==> config.mk <==
export PLATFORM = sky130hd
export DESIGN_NAME = vmbr_pcu
export DESIGN_NICKNAME = d
export VERILOG_FILES = /design/src/rtl/vmbr_pkg.sv /design/src/rtl/vmbr_opsel.sv /design/src/rtl/vmbr_cond.sv /design/src/rtl/vmbr_target.sv /design/src/rtl/vmbr_pcu.sv
export SDC_FILE = /design/constraint.sdc
export NUM_CORES = 1
export LEC_CHECK = 0
export ABC_AREA = 1
export BUFFER_PORTS_ARGS = -buffer_cell sky130_fd_sc_hd__buf_2
export CAP_MARGIN = 15
export CORE_ASPECT_RATIO = 1.25
export CORE_MARGIN = 2
export CORE_UTILIZATION = 25
export CTS_CLUSTER_DIAMETER = 100
export DETAILED_ROUTE_END_ITERATION = 10
export GPL_ROUTABILITY_DRIVEN = 0
export HOLD_SLACK_MARGIN = 0.02
export PLACE_DENSITY_LB_ADDON = 0.15
export SLEW_MARGIN = 25
export SYNTH_ARGS = -nofsm -noshare
export SYNTH_HDL_FRONTEND = slang
export SYNTH_SLANG_ARGS = --single-unit
==> constraint.sdc <==
create_clock -name clk -period 0.8 [get_ports clk]
set_input_delay 0.16 -clock clk [delete_from_list [all_inputs] [get_ports clk]]
set_output_delay 0.16 -clock clk [all_outputs]
set_load 0.05 [all_outputs]
==> src/rtl/vmbr_pkg.sv <==
package vmbr_pkg;

    localparam int unsigned DATA_W = 64;
    localparam int unsigned HALF_W = DATA_W / 2;
    localparam int unsigned IMM_W  = 32;
    localparam int unsigned OFF_W  = 16;

    localparam logic [2:0] CLS_WIDE   = 3'd5;
    localparam logic [2:0] CLS_NARROW = 3'd6;

    typedef enum logic [3:0] {
        J_ALWAYS = 4'h0,
        J_EQ     = 4'h1,
        J_UGT    = 4'h2,
        J_UGE    = 4'h3,
        J_BITS   = 4'h4,
        J_NE     = 4'h5,
        J_SGT    = 4'h6,
        J_SGE    = 4'h7,
        J_CALL   = 4'h8,
        J_EXIT   = 4'h9,
        J_ULT    = 4'ha,
        J_ULE    = 4'hb,
        J_SLT    = 4'hc,
        J_SLE    = 4'hd,
        J_RES_E  = 4'he,
        J_RES_F  = 4'hf
    } jcode_e;

    typedef enum logic [1:0] {
        K_HELPER_ADDR = 2'd0,
        K_LOCAL       = 2'd1,
        K_HELPER_ID   = 2'd2
    } ckind_e;

endpackage

==> src/rtl/vmbr_opsel.sv <==
module vmbr_opsel
    import vmbr_pkg::*;
(
    input  logic [DATA_W-1:0] dst_val,
    input  logic [DATA_W-1:0] src_val,
    input  logic [IMM_W-1:0]  imm_field,
    input  logic              use_reg,
    input  logic              narrow,
    output logic [DATA_W-1:0] a_sx,
    output logic [DATA_W-1:0] b_sx,
    output logic [DATA_W-1:0] a_zx,
    output logic [DATA_W-1:0] b_zx
);
    logic [DATA_W-1:0] b_raw;

    always_comb begin
        b_raw = use_reg ? src_val
                        : {{(DATA_W-IMM_W){imm_field[IMM_W-1]}}, imm_field};
        if (narrow) begin
            a_zx = {{(DATA_W-HALF_W){1'b0}}, dst_val[HALF_W-1:0]};
            b_zx = {{(DATA_W-HALF_W){1'b0}}, b_raw[HALF_W-1:0]};
            a_sx = {{(DATA_W-HALF_W){dst_val[HALF_W-1]}}, dst_val[HALF_W-1:0]};
            b_sx = {{(DATA_W-HALF_W){b_raw[HALF_W-1]}}, b_raw[HALF_W-1:0]};
        end else begin
            a_zx = dst_val;
            b_zx = b_raw;
            a_sx = dst_val;
            b_sx = b_raw;
        end
    end
endmodule

==> src/rtl/vmbr_cond.sv <==
module vmbr_cond
    import vmbr_pkg::*;
(
    input  jcode_e            code,
    input  logic [DATA_W-1:0] a_sx,
    input  logic [DATA_W-1:0] b_sx,
    input  logic [DATA_W-1:0] a_zx,
    input  logic [DATA_W-1:0] b_zx,
    output logic              is_cond,
    output logic              hit
);
    logic eq, ult, slt, bits;

    always_comb begin
        eq   = (a_zx == b_zx);
        ult  = (a_zx < b_zx);
        slt  = ($signed(a_sx) < $signed(b_sx));
        bits = |(a_zx & b_zx);
        is_cond = 1'b1;
        hit     = 1'b0;
        unique case (code)
            J_EQ:    hit = eq;
            J_NE:    hit = !eq;
            J_BITS:  hit = bits;
            J_UGT:   hit = !ult && !eq;
            J_UGE:   hit = !ult;
            J_ULT:   hit = ult;
            J_ULE:   hit = ult || eq;
            J_SGT:   hit = !slt && !eq;
            J_SGE:   hit = !slt;
            J_SLT:   hit = slt;
            J_SLE:   hit = slt || eq;
            default: is_cond = 1'b0;
        endcase
    end
endmodule

==> src/rtl/vmbr_target.sv <==
module vmbr_target #(
    parameter int unsigned PC_W   = 32,
    parameter int unsigned DISP_W = 32
) (
    input  logic [PC_W-1:0]   pc,
    input  logic [DISP_W-1:0] disp,
    output logic [PC_W-1:0]   target
);
    logic [PC_W-1:0] disp_ext;

    generate
        if (PC_W > DISP_W) begin : g_widen
            assign disp_ext = {{(PC_W-DISP_W){disp[DISP_W-1]}}, disp};
        end else if (PC_W == DISP_W) begin : g_same
            assign disp_ext = disp;
        end else begin : g_trunc
            assign disp_ext = disp[PC_W-1:0];
        end
    endgenerate

    assign target = pc + disp_ext + PC_W'(1);
endmodule

==> src/rtl/vmbr_pcu.sv <==
module vmbr_pcu
    import vmbr_pkg::*;
#(
    parameter int unsigned PC_W = 32
) (
    input  logic                 clk,
    input  logic                 rst_n,
    input  logic [7:0]           op_code,
    input  logic [OFF_W-1:0]     off_field,
    input  logic [IMM_W-1:0]     imm_field,
    input  logic [3:0]           src_sel,
    input  logic [DATA_W-1:0]    dst_val,
    input  logic [DATA_W-1:0]    src_val,
    input  logic [PC_W-1:0]      pc_cur,
    output logic [PC_W-1:0]      pc_next,
    output logic                 taken,
    output logic                 is_call,
    output logic                 is_exit,
    output logic [1:0]           call_kind,
    output logic                 illegal
);
    typedef struct packed {
        logic [PC_W-1:0] pc;
        logic            tk;
        logic            call;
        logic            exit;
        logic [1:0]      kind;
        logic            ill;
    } res_t;

    res_t   res_d, res_q;
    logic   wide, narrow;
    jcode_e code;
    logic [DATA_W-1:0] a_sx, b_sx, a_zx, b_zx;
    logic   is_cond, hit;
    logic [IMM_W-1:0] disp;
    logic [PC_W-1:0]  tgt, seq_pc;

    assign wide   = (op_code[2:0] == CLS_WIDE);
    assign narrow = (op_code[2:0] == CLS_NARROW);
    assign code   = jcode_e'(op_code[7:4]);

    vmbr_opsel u_opsel (
        .dst_val   (dst_val),
        .src_val   (src_val),
        .imm_field (imm_field),
        .use_reg   (op_code[3]),
        .narrow    (narrow),
        .a_sx      (a_sx),
        .b_sx      (b_sx),
        .a_zx      (a_zx),
        .b_zx      (b_zx)
    );

    vmbr_cond u_cond (
        .code    (code),
        .a_sx    (a_sx),
        .b_sx    (b_sx),
        .a_zx    (a_zx),
        .b_zx    (b_zx),
        .is_cond (is_cond),
        .hit     (hit)
    );

    // Only the narrow-class unconditional jump uses the immediate as displacement
    assign disp = (narrow && code == J_ALWAYS) ? imm_field
                : {{(IMM_W-OFF_W){off_field[OFF_W-1]}}, off_field};

    vmbr_target #(.PC_W(PC_W), .DISP_W(IMM_W)) u_target (
        .pc     (pc_cur),
        .disp   (disp),
        .target (tgt)
    );

    assign seq_pc = pc_cur + PC_W'(1);

    always_comb begin
        res_d      = '0;
        res_d.pc   = seq_pc;
        if (!(wide || narrow)) begin
            res_d.ill = 1'b1;
        end else if (is_cond) begin
            res_d.tk = hit;
            res_d.pc = hit ? tgt : seq_pc;
        end else begin
            unique case (code)
                J_ALWAYS: begin
                    res_d.tk = 1'b1;
                    res_d.pc = tgt;
                end
                J_CALL: begin
                    if (src_sel > 4'd2) begin
                        res_d.ill = 1'b1;
                    end else begin
                        res_d.call = 1'b1;
                        res_d.kind = src_sel[1:0];
                        if (ckind_e'(src_sel[1:0]) == K_LOCAL) begin
                            res_d.tk = 1'b1;
                            res_d.pc = tgt;
                        end
                    end
                end
                J_EXIT: begin
                    if (wide) res_d.exit = 1'b1;
                    else      res_d.ill  = 1'b1;
                end
                default: res_d.ill = 1'b1;
            endcase
        end
    end

    always_ff @(posedge clk or negedge rst_n) begin
        if (!rst_n) res_q <= '0;
        else        res_q <= res_d;
    end

    assign pc_next   = res_q.pc;
    assign taken     = res_q.tk;
    assign is_call   = res_q.call;
    assign is_exit   = res_q.exit;
    assign call_kind = res_q.kind;
    assign illegal   = res_q.ill;

    // call, exit and illegal never coexist
    p_flags_excl_r10: assert property (@(posedge clk) disable iff (!rst_n)
        $onehot0({is_call, is_exit, illegal}));

    // illegal results are quiet and sequential
    p_illegal_quiet_r10: assert property (@(posedge clk) disable iff (!rst_n)
        illegal |-> (!taken && call_kind == 2'd0 && pc_next == $past(pc_cur) + PC_W'(1)));

    // exit only from the wide class, never taken
    p_exit_wide_r9: assert property (@(posedge clk) disable iff (!rst_n)
        is_exit |-> (!taken && $past(op_code[2:0]) == CLS_WIDE));

    // reported kind matches the source field of the call
    p_call_kind_r8: assert property (@(posedge clk) disable iff (!rst_n)
        is_call |-> (call_kind == $past(src_sel[1:0])));

    // an unconditional jump in a jump class is taken one edge later
    p_ja_taken_r7: assert property (@(posedge clk) disable iff (!rst_n)
        (op_code[7:4] == 4'h0 && (op_code[2:0] == CLS_WIDE || op_code[2:0] == CLS_NARROW))
        |=> taken);

    // a not-taken helper call steps to the next slot
    p_helper_seq_r6: assert property (@(posedge clk) disable iff (!rst_n)
        (is_call && !taken) |-> (pc_next == $past(pc_cur) + PC_W'(1)));

endmodule

; ---- After elaboration in Yosys (flattened, before gate mapping)
; Index checks and enable logic that the tools add are counted.
; W data, S select, Z words.
[totals]
register_bits = 38
latch_bits = 0
ramBits = 0
mem_bits_ro = 0
inputBits = 222
mem_count = 0
[op_classes]
n_addsub = 3
multipliers = 0
div = 0
n_lt_le_gt_ge = 3
eq_ne = 17
n_shift = 0
mux = 24
bitwise = 1
reduce_logical = 12
[ops]
columns = op, n
row1 = $mux W64, 5
row2 = $lt A64 B64 Y1, 2
row3 = $mux W33, 2
row4 = $pmux W33 S2, 1
row5 = $add A32 B1 Y32 const B, 2
row6 = $and A64 B64 Y64, 1
row7 = $eq A64 B64 Y1, 1
row8 = $mux W32, 2
row9 = $reduce_or A64 Y1, 1
row10 = $mux W37, 1
row11 = $mux W34, 1
row12 = $add A32 B32 Y32, 1
row13 = $eq A4 B4 Y1 const B, 6
row14 = $eq A4 B3 Y1 const B, 4
row15 = $pmux W1 S11, 1
row16 = $reduce_or A11 Y1, 1
row17 = $eq A4 B2 Y1 const B, 2
row18 = $mux W1, 7
row19 = $eq A3 B3 Y1 const B, 2
row20 = $mux W5, 1
row21 = $eq A4 B1 Y1 const B, 1
row22 = $gt A4 B2 Y1 const B, 1
row23 = $logic_not A4 Y1, 1
row24 = $mux W2, 2
row25 = other kinds (5), 11

; ---- Longest topological paths before layout
[depth]
depth_word = 10
depth_mapped = 30

; ---- Modules after synthesis
; A second synthesis with hierarchy kept.
[hier_totals]
cells_unflattened = 2047
hier_area_um2 = 11886.4
[by_module_without_submodules]
columns = module, instances, cells_each, area_each_um2, seq_area_each_um2
row1 = vmbr_cond, 1, 684, 4520.6, 0.0
row2 = vmbr_pcu, 1, 385, 2691.3, 950.9
row3 = vmbr_target, 1, 497, 2359.8, 0.0
row4 = vmbr_opsel, 1, 481, 2314.7, 0.0

; ---- Least setup slack after synthesis
; OpenSTA, ideal clock, no wires.
[synth_path]
path_type = input to register
from = input port op_code[3]
to = register res_q (netlist bit pc_next[4])
setup_time_ns = 0.113
arrival_ns = 3.175
required_time_ns = 0.687
setup_slack_ns = -2.488
cell_stages = 29
cell_sequence = inv_1 -> nor2_1 -> or2_2 -> nor2_1 -> inv_1 -> clkbuf_1 -> nand2_1 -> inv_1 -> ha_1 -> nand2_1 -> inv_1 -> o21ai_0 -> nand2_1 -> nor2_1 -> nand2_1 -> a21oi_1 -> nand2_1 -> nand2_1 -> nand3_1 -> nand2_1 -> nand2_2 -> buf_6 -> nand2_4 -> buf_6 -> nand2_2 -> nand2_1 -> nand2_1 -> nand2_1 -> inv_1
[synth_lines]
columns = item, line
row1 = from (decl), vmbr_pcu.sv:8  ; input logic [7:0] op_code,
row2 = to (signal assigned), vmbr_pcu.sv:114  ; else res_q <= res_d;
row3 = to (decl), vmbr_pcu.sv:31  ; res_t res_d, res_q;

==> results.cfg <==
[worst_setup_path]
crit_path_start_kind = input pin
critPathMaxFanout = 16
cp.arrival_ns = 3.17
cp.required_ns = 0.99
endpoint_kind = flop
crit_path_end = pc_next[26]$_DFF_PN0_
critPathLaunch = op_code[1]
setup.worst_path.class = in -> reg

[detailed_routing]
drc = 0
wl_per_cell_um = 15.3
dr.pass1.iters = 5
via_per_inst = 4.46
drt_iter0_markers = 398
antenna_left = 0
routed_wl_um = 40300
vias = 11791

[synthesis]
synth_nets = 1966
ys_warn_count = 0
async_flop_share_pct = 100
synth_area_um2 = 9570
synth-seq-cells = 38
yosys-top-cells-area = ha_1, nand2_1, dfrtp_1, inv_1, o21ai_0
synth_top_cell_area_share_pct = 25.1
avgSynthCellArea_um2 = 6.17
ys_dominant_reg_cell = dfrtp_1
post-synth-top-area-cell = ha_1
syn-instance-count = 1551
yosysSeqAreaShare_pct = 9.93
synth-edff-count = 0
yosys.cell_types.count = 44

[sta]
worstMarginPinSlew_ns = 0.440
period_share_pct = 373
whs_ns = 0.199
rsz0062_at_grt = true
finalHoldViolCount = 0
max_freq_mhz = 335
period_minus_slack_ns = 2.98
worst_slack_ns = -2.18
maxSlewHeadroom_pct = 70.4
drv_slew = 0
final-setup-viol-count = 76
setup-tns-final_ns = -79.65

[place]
place_ws_ns = -2.75
hpwl_um = 34600
post_dp_cell_area_um2 = 14100
port_buffers = 259

[floorplan]
die_h_um = 223
coreArea_um2 = 37900
die_w_um = 179
io_pins = 260
initial_utilization_pct = 25.2
rows = 80
die-area_um2 = 39900

[final_layout]
multiInputGateArea_um2 = 8590
layout.area.seq_um2 = 951
layout_common_cells = buf_4, nand2_1, inv_1, buf_2, ha_1
area_growth_pct = 67.7
fillers = 4026
layout_commonest_cell = buf_4
fin_nets = 2560
drive_above_1_share_pct = 43.0
final_area_um2 = 16100

[global_routing]
grt_pass1_wl_um = 61800
antenna_found_initial = 13
grt_pass1_vias = 12072
grt.overflow.total = 0
grt_start_max_net_pins = 39
gr-usage-all-layers_pct = 19.9

[hold_path]
hold_path_class = in -> reg

[clock_network]
cts-root-buf = clkbuf_16
cts.reportedPaths.clkPinSlew_ns = 0.06
cts_made_buffers = 5
h-tree-depth = 2
tritoncts = yes
numClockSinks = 38
clock_path_buffers = 2

[run_status]
violations = negative setup slack
status = finished with violations

[job]
maxCapViolations = 0

[power_and_ir_drop]
switchingPower_mw = 6.82
swShare_pct = 43.3
power.internal_mw = 8.92
p_leak_nw = 8.75
power_frac_comb_pct = 69.1
seq_power_share_pct = 14.1
clkPwrFrac_pct = 16.8
p_total_mw = 15.7
irDropWorstVdd_mv = 0.640
powerDensity_nw_per_um2 = 980
through the flow:
stage / cells / utilization, %
2_1_floorplan: 1551 / -
4_1_cts: 2625 / 40.7
3_5_place_dp: 2584 / 37.1
5_1_grt: 2642 / 42.3
3_3_place_gp: 2584 / 37.1
6_report: 2642 / 42.3
routing by layer:
metal / track usage (%) / up-vias / share of wire (%)
li1: - / 6175 / -
met1: 23.0 / 5293 / 41
met2: 37.4 / 245 / 52
met3: 2.96 / 60 / 4.7
met4: 5.14 / 18 / 2.2
met5: 0 / - / 0.28
worst min-delay path by stage:
stage                from                      to  slack (ns)  depth (start not counted)
6_report       src_sel[1]  call_kind[1]$_DFF_PN0_        0.20                          4
5_1_grt        src_sel[1]  call_kind[1]$_DFF_PN0_        0.21                          4
4_1_cts        src_sel[1]  call_kind[1]$_DFF_PN0_        0.19                          4
3_5_place_dp        rst_n    pc_next[3]$_DFF_PN0_        0.14                          2
3_3_place_gp        rst_n    pc_next[3]$_DFF_PN0_        0.14                          2
2_1_floorplan       rst_n  call_kind[0]$_DFF_PN0_       -0.14                          0
cells by family (layout without fill, tap and decap cells):
family          count (synthesis)  in the layout  share of synthesized area [%]
fa+ha+maj                     193            193                           25.3
other cells                     0              4                              0
buf+inv                       292            886                           11.8
simple gates                  703            704                           32.7
xor+xnor                       51             51                           4.67
flops                          38             38                           9.93
compound gates                274            274                           15.6
repair_timing:
action / CTS / global route
gates cloned: 5 / 1
hold buffers: 1 / 0
gates resized for setup: 252 / 106
hold endpoints to repair: 38 / 0
setup endpoints to repair: 76 / 76
setup buffers: 29 / 15
pin swaps: 68 / 71
state kept, by name, indices dropped and copies added (netlist names):
signal,cells
call_kind,2
illegal,1
is_call,1
is_exit,1
pc_next,32
taken,1
synthesized netlist by cell type (2+ instances only):
cell and n:
o31ai_1 4, xnor2_1 20, or2_2 58, a21oi_1 90, nand3_2 4, a21oi_2 2, a21o_1 9, a221oi_1 8
a31oi_1 3, nand2_1 348, nand3_1 52, dfrtp_1 38, ha_1 192, buf_4 2, nor3_2 8, o21a_1 7
nor2_1 164, nand2_2 5, xor2_1 31, o211ai_1 2, nor4_1 3, buf_2 3, nand4_1 28, inv_1 247
nor3_4 2, o21bai_1 5, o21ai_1 15, buf_6 3, o21ai_0 126, nor3_1 17, inv_2 4, clkbuf_1 33
nor2_2 7
critical path, stage by stage:
cell       delay [ns]
buf_8            0.09
inv_12           0.03
nor3_4           0.26
buf_12           0.17
buf_8            0.12
nand2_4          0.06
bufbuf_16        0.29
o21ai_1          0.15
ha_4             0.25
a21oi_1          0.15
o21ai_1          0.09
nand2_1          0.07
nand2_2          0.06
nand2_1          0.07
nand2_1          0.06
a21oi_2          0.15
nand2_1          0.09
nand2_1          0.07
nand3_2          0.06
nand2_2          0.08
nand2_4          0.08
nand3_4          0.14
nand2_8          0.11
clkbuf_16        0.17
o21ai_1          0.06
nand2_1          0.06
layout make-up:
class,instances,share of cell area [%]
Antenna cell,4,0.0623
Clock buffer,5,0.779
Clock inverter,3,0.429
Inverter,251,6.13
Multi-Input combinational cell,1222,53.5
Sequential cell,38,5.92
Tap cell,492,3.83
Timing Repair Buffer,626,29.3
Timing Repair inverter,1,0.0390
power groups by stage:
stage                     sequential (mW)  combinational, mW  clock, mW
after floorplan                      2.93               4.42          0
after global placement               2.21               9.16          0
after detailed placement             2.21               9.19          0
after CTS                            2.23               10.3       2.72
after global routing                 2.24               12.0       2.78
final                                2.22               10.9       2.65
No activity file was read; power rests on OpenSTA's default activity.
